===== config.mk =====
export PLATFORM = sky130hd
export DESIGN_NAME = tsv_group_classifier
export DESIGN_NICKNAME = d
export VERILOG_FILES = /design/src/rtl/tsv_cls_pkg.sv /design/src/rtl/tsv_bit_conditioner.sv /design/src/rtl/tsv_fault_judge.sv /design/src/rtl/tsv_result_chain.sv /design/src/rtl/tsv_group_classifier.sv
export SDC_FILE = /design/constraint.sdc
export NUM_CORES = 1
export LEC_CHECK = 0
export ABC_AREA = 1
export ABC_CLOCK_PERIOD_IN_PS = 2150
export CELL_PAD_IN_SITES_DETAIL_PLACEMENT = 1
export CELL_PAD_IN_SITES_GLOBAL_PLACEMENT = 1
export CORE_MARGIN = 2
export CORE_UTILIZATION = 32
export DETAILED_ROUTE_END_ITERATION = 12
export GPL_TIMING_DRIVEN = 0
export PLACE_DENSITY_LB_ADDON = 0.1
export SLEW_MARGIN = 25
export SYNTH_ARGS = -nofsm -noshare
export SYNTH_HDL_FRONTEND = slang
export SYNTH_SLANG_ARGS = --single-unit

===== constraint.sdc =====
create_clock -name clk -period 2.15 [get_ports clk]
set_input_delay 0.5375 -clock clk [delete_from_list [all_inputs] [get_ports clk]]
set_output_delay 0.5375 -clock clk [all_outputs]
set_load 0.05 [all_outputs]

===== src/rtl/tsv_cls_pkg.sv =====
package tsv_cls_pkg;
  typedef enum logic [1:0] {
    CC_CLEAN  = 2'b00,
    CC_REPAIR = 2'b01,
    CC_DEAD   = 2'b11
  } chk_code_e;

  // Three-way repair verdict from a fault count and the spare count.
  function automatic chk_code_e verdict(input int unsigned faults,
                                        input int unsigned spares);
    if (faults == 0)           return CC_CLEAN;
    else if (faults <= spares) return CC_REPAIR;
    else                       return CC_DEAD;
  endfunction
endpackage


===== src/rtl/tsv_bit_conditioner.sv =====
module tsv_bit_conditioner #(
  parameter int K = 5
) (
  input  logic [K-1:0] pre_bits,
  input  logic [K-1:0] post_bits,
  input  logic         use_post,
  input  logic         flip_odd,
  input  logic         flip_even,
  output logic [K-1:0] cond_bits
);
  for (genvar i = 0; i < K; i++) begin : g_bit
    logic raw;
    assign raw = use_post ? post_bits[i] : pre_bits[i];
    if (i % 2 == 1) begin : g_odd
      assign cond_bits[i] = raw ^ flip_odd;
    end else begin : g_even
      assign cond_bits[i] = raw ^ flip_even;
    end
  end
endmodule


===== src/rtl/tsv_fault_judge.sv =====
module tsv_fault_judge
  import tsv_cls_pkg::*;
#(
  parameter int K  = 5,
  parameter int M  = 1,
  localparam int CW = $clog2(K + 1)
) (
  input  logic [K-1:0]  cond_bits,
  output logic [CW-1:0] fault_cnt,
  output chk_code_e     code
);
  function automatic logic [CW-1:0] count_ones(input logic [K-1:0] v);
    logic [CW-1:0] acc;
    acc = '0;
    for (int i = 0; i < K; i++) acc = acc + CW'(v[i]);
    return acc;
  endfunction

  assign fault_cnt = count_ones(cond_bits);
  assign code      = verdict(int'(fault_cnt), M);
endmodule


===== src/rtl/tsv_result_chain.sv =====
module tsv_result_chain #(
  parameter int K = 5
) (
  input  logic         clk,
  input  logic         rst_n,
  input  logic         load,
  input  logic [K-1:0] load_bits,
  input  logic         shift,
  input  logic         sin,
  output logic [K-1:0] chain_q,
  output logic         sout
);
  always_ff @(posedge clk or negedge rst_n) begin
    if (!rst_n)     chain_q <= '0;
    else if (load)  chain_q <= load_bits;
    else if (shift) begin
      if (K > 1) chain_q <= {sin, chain_q[K-1:1]};
      else       chain_q <= K'(sin);
    end
  end
  assign sout = chain_q[0];
endmodule


===== src/rtl/tsv_group_classifier.sv =====
module tsv_group_classifier
  import tsv_cls_pkg::*;
#(
  parameter int K = 5,
  parameter int M = 1,
  localparam int CW = $clog2(K + 1)
) (
  input  logic         clk,
  input  logic         rst_n,
  input  logic [K-1:0] prebond_bits,
  input  logic [K-1:0] postbond_bits,
  input  logic         src_sel,
  input  logic         inv_odd,
  input  logic         inv_even,
  input  logic         capture,
  input  logic         shift_en,
  input  logic         scan_in,
  output logic         scan_out,
  output logic [1:0]   check_code
);
  logic [K-1:0]  cond_bits;
  logic [CW-1:0] fault_cnt;
  chk_code_e     judge_code;
  chk_code_e     code_q;
  logic [K-1:0]  chain_q;

  tsv_bit_conditioner #(.K(K)) u_cond (
    .pre_bits (prebond_bits),
    .post_bits(postbond_bits),
    .use_post (src_sel),
    .flip_odd (inv_odd),
    .flip_even(inv_even),
    .cond_bits(cond_bits)
  );

  tsv_fault_judge #(.K(K), .M(M)) u_judge (
    .cond_bits(cond_bits),
    .fault_cnt(fault_cnt),
    .code     (judge_code)
  );

  tsv_result_chain #(.K(K)) u_chain (
    .clk      (clk),
    .rst_n    (rst_n),
    .load     (capture),
    .load_bits(cond_bits),
    .shift    (shift_en),
    .sin      (scan_in),
    .chain_q  (chain_q),
    .sout     (scan_out)
  );

  always_ff @(posedge clk or negedge rst_n) begin
    if (!rst_n)       code_q <= CC_CLEAN;
    else if (capture) code_q <= judge_code;
  end

  assign check_code = code_q;
endmodule


Yosys cells after proc, flatten, opt, wreduce, memory -nomap -nowiden
Index checks and enable logic that the tools add are counted.
{"block": "word_totals", "regBits": 7, "inputBits": 18, "output_inout_bits": 3, "elab_cells": 23}
{"block": "classes", "addsub": 4, "magnitude_cmp": 1, "n_mux": 9, "n_bitwise": 5, "reduce_logical": 2}
{"operator": "$mux 5", "count": 2}
{"operator": "$add 3x1->3", "count": 3}
{"operator": "$mux 1", "count": 5}
{"operator": "$xor 1x1->1", "count": 5}
{"operator": "$mux 2", "count": 2}
{"operator": "$le 3x1->1 const B", "count": 1}
{"operator": "$logic_not 3->1", "count": 1}
{"operator": "$add 1x1->2", "count": 1}
{"operator": "$reduce_bool 2->1", "count": 1}

Longest topological paths before layout
Gate-level depths: netlist of run 1.
{"block": "depth", "depth_word": 9, "ltp_mapped": 14, "mapped_depth_nobuf": 14}

By module
From an unflattened synthesis of run 1, not the netlist that was laid out.
{"block": "hier_totals", "cells_unflattened": 101, "area_unflattened_um2": 619.3}
{"mod": "tsv_result_chain", "instances": 1, "cells_per_inst": 28, "area_each_um2": 230.2, "seq_area_each_um2": 125.1}
{"mod": "tsv_bit_conditioner", "instances": 1, "cells_per_inst": 49, "area_each_um2": 206.4, "seq_area_each_um2": 0.0}
{"mod": "tsv_fault_judge", "instances": 1, "cells_per_inst": 15, "area_each_um2": 106.4, "seq_area_each_um2": 0.0}
{"mod": "tsv_group_classifier", "instances": 1, "cells_per_inst": 9, "area_each_um2": 76.3, "seq_area_each_um2": 50.0}

Worst setup path after synthesis of run 1
No wires, ideal clock.
{"block": "synth_path", "kind": "input to register", "startpoint": "input port src_sel", "endpoint": "register code_q[0], in the netlist check_code[0]", "setup_ps": 123, "arrival_ps": 2621, "t_required_ps": 2027, "setup_slack_ps": -594, "stages": 14, "n_path_buf": 1, "path_cell_list": "buf_6 nand2_1 nand3_1 and2_1 ha_1 inv_1 fa_1 inv_1 ha_1 inv_1 fa_1 nand2_1 o21ai_0 nand2_1"}
{"block": "synth_via", "elab_chain_cells": 8, "elab_cells_between_ends": 16, "cone_classes": "4 x add/sub; 6 x mux; 5 x bitwise; 1 x reduce/logical"}
{"item": "from (decl)", "line_no": "tsv_group_classifier.sv:12", "text": "input logic src_sel,"}
{"item": "$mux 1", "line_no": "tsv_bit_conditioner.sv:13", "text": "assign raw = use_post ? post_bits[i] : pre_bits[i];"}
{"item": "$xor 1x1->1 (on tied branches)", "line_no": "tsv_bit_conditioner.sv:17, tsv_bit_conditioner.sv:15"}
{"item": "$add 1x1->2", "line_no": "tsv_fault_judge.sv:15", "text": "for (int i = 0; i < K; i++) acc = acc + CW'(v[i]);"}
{"item": "$add 3x1->3 (2 in series)", "line_no": "tsv_fault_judge.sv:15"}
{"item": "$add 3x1->3 (*)", "line_no": "tsv_fault_judge.sv:15"}
{"item": "$logic_not 3->1 (*)", "line_no": "tsv_cls_pkg.sv:11", "text": "if (faults == 0) return CC_CLEAN;"}
{"item": "$mux 2 (*)", "line_no": "tsv_cls_pkg.sv:11"}
{"item": "to (signal assigned)", "line_no": "tsv_group_classifier.sv:55", "text": "else if (capture) code_q <= judge_code;"}
{"item": "to (decl)", "line_no": "tsv_group_classifier.sv:24", "text": "chk_code_e code_q;"}
Every way passes the cells marked *; elsewhere a longest branch is shown, timed or not.
A chain may end at the register's enable or synchronous reset.

Worst setup path after layout of run 1
Same ends and word-level chain as after synthesis.

==> impl_results.md, run 1 <==
* Status: finished, violations left
* Failing checks: setup timing
* Worst R2R End: u_chain.chain_q[2]
* Grt ovf at 0
* Critical path capture point: check_code[0]
* Predominant post-synthesis flop cell: dfrtp_1
* Ys Warns at 0
* Crit path buf inv count at 5
* Final Slew Violations at 0
* Most common cell in the netlist: nand2_1
* Final ANT Viol Nets at 0
* Cell variety after synth at 15
* Post-synthesis simple-gate area fraction at 0.396
* CP endpoint kind: register
* Core area at 1920 um^2
* First-pass GRT wire length at 4330 um
* Crit. path cell count at 15
* PwrDens at between 500 and 600 nW/um^2
* Top post-synthesis cells by area: dfrtp_1, nand2_1, nand3_1
* Slew margin rel. at 0.671
* Setup crit start kind: primary input
* Final period utilization at 1.29
* Total power at 0.000657 W
* Path type of the worst setup path: in -> reg
* Post-DP HPWL at about 1200 um
* Die X at between 40 and 50 um
* Starting Density at 0.333
* Slowest cell delay on critical path at 520 ps
* Netlist Area Pre-Place at between 600 and 700 um^2
* CP max-delay cell: fa_1
* Post-Synth XOR/XNOR Area at 0
* Drt wl/cell at about 15 um
* DRC at 0
* Clock share of power at 0.183
* Die Height at 48.7 um
* Fmax achieved at between 300 and 400 MHz
* VDD IR max at just under 0.4 mV
* Comb power frac at 0.561
* H-tree depth at 1
* Largest net degree at the start of global routing at 11
* Internal power at 0.000393 W
* Max-Cap Viols at 0
* IO buf count at 19
* Clock Path Buffers at 2
* DR vias/cell at 4.94
* Sw Ratio at 0.403
* Largest family of logic cells by synthesized area: simple AND/OR/NAND/NOR gates
* Final Non-Filler Cells at 170
* Post-synthesis mux area share at 0
* Setup ws final at -628 ps
* Slew @ Worst Pin at slightly below 500 ps
* Setup TNS at -1230 ps
* Crit path from: src_sel
* Yosys top cell area share at 0.273
* Delay-heaviest family, CP: adder cells
* CTS Sinks at 7
* Post-synth top cells: nand2_1, inv_1, nand3_1
* Routed vias at 840
* Skew final at about 4.0 ps
* Synthesized flop and latch total at 7
* Post-synthesis compound-gate area fraction at 0.0488
* Final GP Congestion at 0.703
* Clock Latency Late Sink at 250 ps
* Post-synth EDFFs at 0
* TritonRoute pass-1 iters at 4
* Mapped Cells at slightly above 100
* Worst R2R Start: u_chain.chain_q[3]
* Part of the Yosys area used for sequential elements at 0.273
* Most area-hungry cell type in the Yosys netlist: dfrtp_1
* Total Die Area at around 2400 um^2
* Layout cells sized above 1 at 0.385
* WP data arrival at ~2900 ps
* Final setup viols at 2
* Net Switching at about 0.00026 W
* Ant diodes at 0
* I/O pin total at 21
* Sequential power share at 0.256
* Adder-cell area share of the yosys netlist at 0.102
* Placed cells at 148
* Area added between synthesis and finish at 74.2%
* Synth async-reset ratio at 1.00
* CTS tree: done
* Clk slew on worst S/H paths at ~50 ps
* Hold Buf Count CTS at 0
* FF-to-FF path depth at 4
* Vias in the first global route at 921
* Leak at approximately 0.6 nW
* Critical Path Fanout Max at 7
* Setup repair after global routing missed its margin: yes
* R2R Setup Slk at ~1400 ps
* Nets at between 150 and 200
* Final Hold Fails at 0
* FILL cells at between 200 and 300
* Tmin final at 2780 ps
* Net Count, Synth at 124
* CP required at roughly 2300 ps
* Total track usage at 0.242
* Row cnt at 16
* Mean Syn Cell Area at about 6.3 um^2
* CTS root buf: clkbuf_4
* Sequence of cells on the critical path: buf_8 > buf_8 > nand2_2 > nand3_2 > and2_4 > ha_4 > inv_2 > fa_1 > inv_1 > ha_2 > inv_2 > fa_1 > nand2_1 > o21ai_2 > nand2_1
* Antenna violations before repair at 0
* Post-Route WL at roughly 2500 um
* DR iter-0 viols at 13
* Kind of path behind the tightest hold check: reg -> reg
* Cts bufs inserted at 3
## logic make-up (layout without fill, tap and decap cells)
family / Yosys count / in the layout
simple gates: 59 / 59
buf+inv: 26 / 67
flops: 7 / 7
compound gates: 6 / 6
fa+ha+maj: 4 / 4
## power groups by stage
stage	Clock [W]	Sequential (W)	Combinational [W]
finish	0.000120	0.000168	0.000369
global route	0.000133	0.000172	0.000402
CTS	0.000119	0.000168	0.000309
detailed placement	0	0.000170	0.000260
global placement	0	0.000169	0.000252
floorplan	0	0.000226	0.000108
## how the worst min path moves through the flow
stage	from	end	slack, ps	cells after the start
finish	check_code[0]	check_code[0]	480	2
global route	check_code[0]	check_code[0]	530	2
CTS	check_code[0]	check_code[0]	480	2
detailed placement	check_code[0]	check_code[0]	470	2
global placement	check_code[0]	check_code[0]	470	2
floorplan	rst_n	check_code[0]	240	0
## per-layer routing
layer | vias to the layer above | track usage | share of wire
met4 | 0 | 0.167 | 0.053
met1 | 393 | 0.255 | 0.37
met3 | 14 | 0.0586 | 0.052
met5 | - | 0 | 0
met2 | 43 | 0.422 | 0.52
li1 | 390 | - | -
## area by class of cell
cell class	instances	area, um^2	area share
clock buffers	4	26.3	0.0235
multi-input cells	69	432	0.387
inverters	24	92.6	0.0830
well taps	27	33.8	0.0303
plain buffers	2	26.3	0.0235
repair buffers	37	330	0.296
flip-flops and latches	7	175	0.157
## metrics by stage
| step | utilization | cell area [um^2] | worst slack, ps | hold slack [ps] |
|---|---|---|---|---|
| after floorplan | - | 641 | -544 | 242 |
| after global placement | 0.450 | 865 | -1170 | 465 |
| after detailed placement | 0.450 | 865 | -1240 | 472 |
| after CTS | 0.560 | 1080 | -578 | 478 |
| after global routing | 0.581 | 1120 | -717 | 533 |
| final | 0.581 | 1120 | -628 | 485 |
## timing repair
item,4_1_cts,5_1_grt
pin swaps,12,11
resized for setup,41,22
endpoints found under the setup margin,2,3
setup buffers,20,12
## worst reg2reg max path, delay by kind of cell, from the launching register on
family / cells / cell delay [ps]
flops: 1 / 380
simple gates: 2 / 130
compound gates: 1 / 80
buf+inv: 1 / 80
## state kept, by name (all words and copies together) (netlist names)
register / count
check_code: 2
u_chain.chain_q: 5
## layout by cell type (no fill, tap or decap), types with 2 or more instances in the layout
cell type,n
nand2_2,2
nand3_2,5
buf_4,10
nand2_1,32
o21ai_1,4
buf_6,9
fa_1,2
buf_2,6
clkdlybuf4s50_1,12
inv_2,8
dfrtp_1,7
inv_1,15
and2_4,2
nand2_4,2
clkbuf_4,3
buf_8,2
nand3_1,12
Power figures use the tool's default switching activity.
==> inputs of run 2 (changes only) <==
Settings changed: CORE_MARGIN 2 to 3.
==> impl_results.md, run 2 (same netlist as run 1, synthesis figures left out) <==
* Grt ovf at 0
* Clk slew on worst S/H paths at 60 ps
* Vias in the first global route at between 1000 and 1500
* CP endpoint kind: register
* Final period utilization at 1.37
* Nets at between 150 and 200
* R2R Setup Slk at 1250 ps
* Max FFs per register at 5
* CTS tree: done
* First-pass GRT wire length at ~5700 um
* Placement Cell Area at between 800 and 900 um^2
* Crit path buf inv count at 5
* Final Hold Fails at 0
* H-tree depth at 1
* PwrDens at 597 nW/um^2
* Routed vias at around 1100
* Most common cell after layout, fill and taps aside: buf_4
* DRC at 0
* IO buf count at 19
* Antenna violations before repair at 0
* Final ANT Viol Nets at 0
* CTS Sinks at 7
* Multi-input gate area at around 450 um^2
* Final GP Congestion at 0.752
* Slew margin rel. at 0.662
* Worst R2R Start: u_chain.chain_q[1]
* Sequence of cells on the critical path: buf_8 > inv_2 > nand2_1 > nand3_4 > and2_4 > ha_4 > inv_2 > fa_1 > inv_1 > ha_2 > inv_2 > fa_1 > nand2_1 > o21ai_1 > nand2_1
* Leak at roughly 0.7 nW
* DR iter-0 viols at 42
* Hold Path Origin: check_code[0]
* Kind of path behind the tightest hold check: reg -> reg
* Fmax achieved at roughly 340 MHz
* Setup crit start kind: primary input
* Die X at ~51 um
* Final Slew Violations at 0
* Post-DP HPWL at about 1400 um
* Total Die Area at between 2000 and 3000 um^2
* Ant diodes at 0
* DR vias/cell at roughly 5.7
* Cts bufs inserted at 3
* Path type of the worst setup path: in -> reg
* Row cnt at 15
* Setup repair after global routing missed its margin: yes
* FILL cells at about 210
* Hold-critical path depth at 2
* Final instance area at 1260 um^2
* FF-to-FF path depth at 4
* Fin util at 0.702
* Status: finished, violations left
* Layout cells sized above 1 at 0.479
* Hold endpoint: check_code[0]
* Top reg by flops: u_chain.chain_q
* I/O pin total at 21
* TritonRoute pass-1 iters at 4
* Tmin final at approximately 2900 ps
* Post-Route WL at 4590 um
* Final Non-Filler Cells at 190
* Worst R2R End: u_chain.chain_q[1]
* Setup ws final at -795 ps
* Skew final at between 5 and 6 ps
* Failing checks: setup timing
* Placed cells at around 150
* Area added between synthesis and finish at 97.5%
* VDD IR max at 0.563 mV
* Delay-heaviest family, CP: adder cells
* Most frequent cells in the layout: buf_4, nand2_1, inv_1
* CTS root buf: clkbuf_4
* Final setup viols at 4
* Drt wl/cell at approximately 24 um
* CP required at about 2300 ps
* Slowest cell delay on critical path at 530 ps
* Clock Latency Late Sink at between 200 and 300 ps
* Starting Density at 0.356
* Die Height at between 50 and 60 um
* Largest net degree at the start of global routing at 11
* WP data arrival at approximately 3100 ps
* Max-Cap Viols at 0
* Slew @ Worst Pin at just over 500 ps
* Reg area at approximately 180 um^2
* Critical Path Fanout Max at 6
* CP max-delay cell: fa_1
* Clock Path Buffers at 2
* Total track usage at 0.314
* Core area at ~1800 um^2
-- run 2: changes by cell type in the layout (fill, tap and decap cells not counted), sizes merged --
cell	delta
clkdlybuf4s50	-1
dlymetal6s2s	+1
buf	+22
-- run 2: area by class of cell --
cell class                 count  share of cell area
timing repair buffer          59               0.370
multi-input combinational     69               0.352
sequential                     7               0.138
inverter                      24              0.0732
tap                           25              0.0247
clock buffer                   4              0.0208
buffer                         2              0.0208
-- run 2: worst max path at each step --
stage | cells past startpoint | slack, ps | from | end
final | 15 | -800 | src_sel | check_code[0]
after global routing | 15 | -860 | src_sel | check_code[0]
after CTS | 15 | -500 | src_sel | check_code[0]
after detailed placement | 15 | -1230 | src_sel | check_code[0]
after global placement | 15 | -1200 | src_sel | check_code[0]
after floorplan | 14 | -540 | src_sel | check_code[0]
-- run 2: routing by layer --
layer,vias up,part of all wire,track usage
met5,-,0,0
met1,508,0.35,0.348
met3,44,0.087,0.0801
met2,86,0.48,0.546
li1,439,-,-
met4,0,0.085,0.161
-- run 2: through the flow --
stage / hold WS [ps] / TNS [ps] / setup WS [ps] / power, W
after floorplan: 242 / -979 / -544 / 0.000334
after global placement: 468 / -2260 / -1200 / 0.000426
after detailed placement: 476 / -2340 / -1230 / 0.000433
after CTS: 479 / -1810 / -498 / 0.000646
after global routing: 551 / -3040 / -858 / 0.000779
final: 517 / -2840 / -795 / 0.000755
-- run 2: what timing repair did --
item	CTS	global route
buffers inserted	38	2
pin swaps	13	10
endpoints found under the hold margin	0	0
setup endpoints to repair	2	4
hold buffers	0	0
gates resized for setup	43	16
-- run 2: report_power, final --
group	leakage, nW	switching, W	internal (W)
registers	0.0826	0.0000181	0.000157
logic	0.593	0.000246	0.000192
clock network	0.0150	0.0000695	0.0000721
-- run 2: tightest hold or removal path: stages, from the launching register on --
cell and delay (ps):
dfrtp_1 350, nand2_1 60, nand2_1 70
==> inputs of run 3 (changes only) <==
Settings changed: GPL_ROUTABILITY_DRIVEN set to 0.
==> results of run 3 <==
Same layout as run 2: the final DEF is identical, and so are final timing and power.
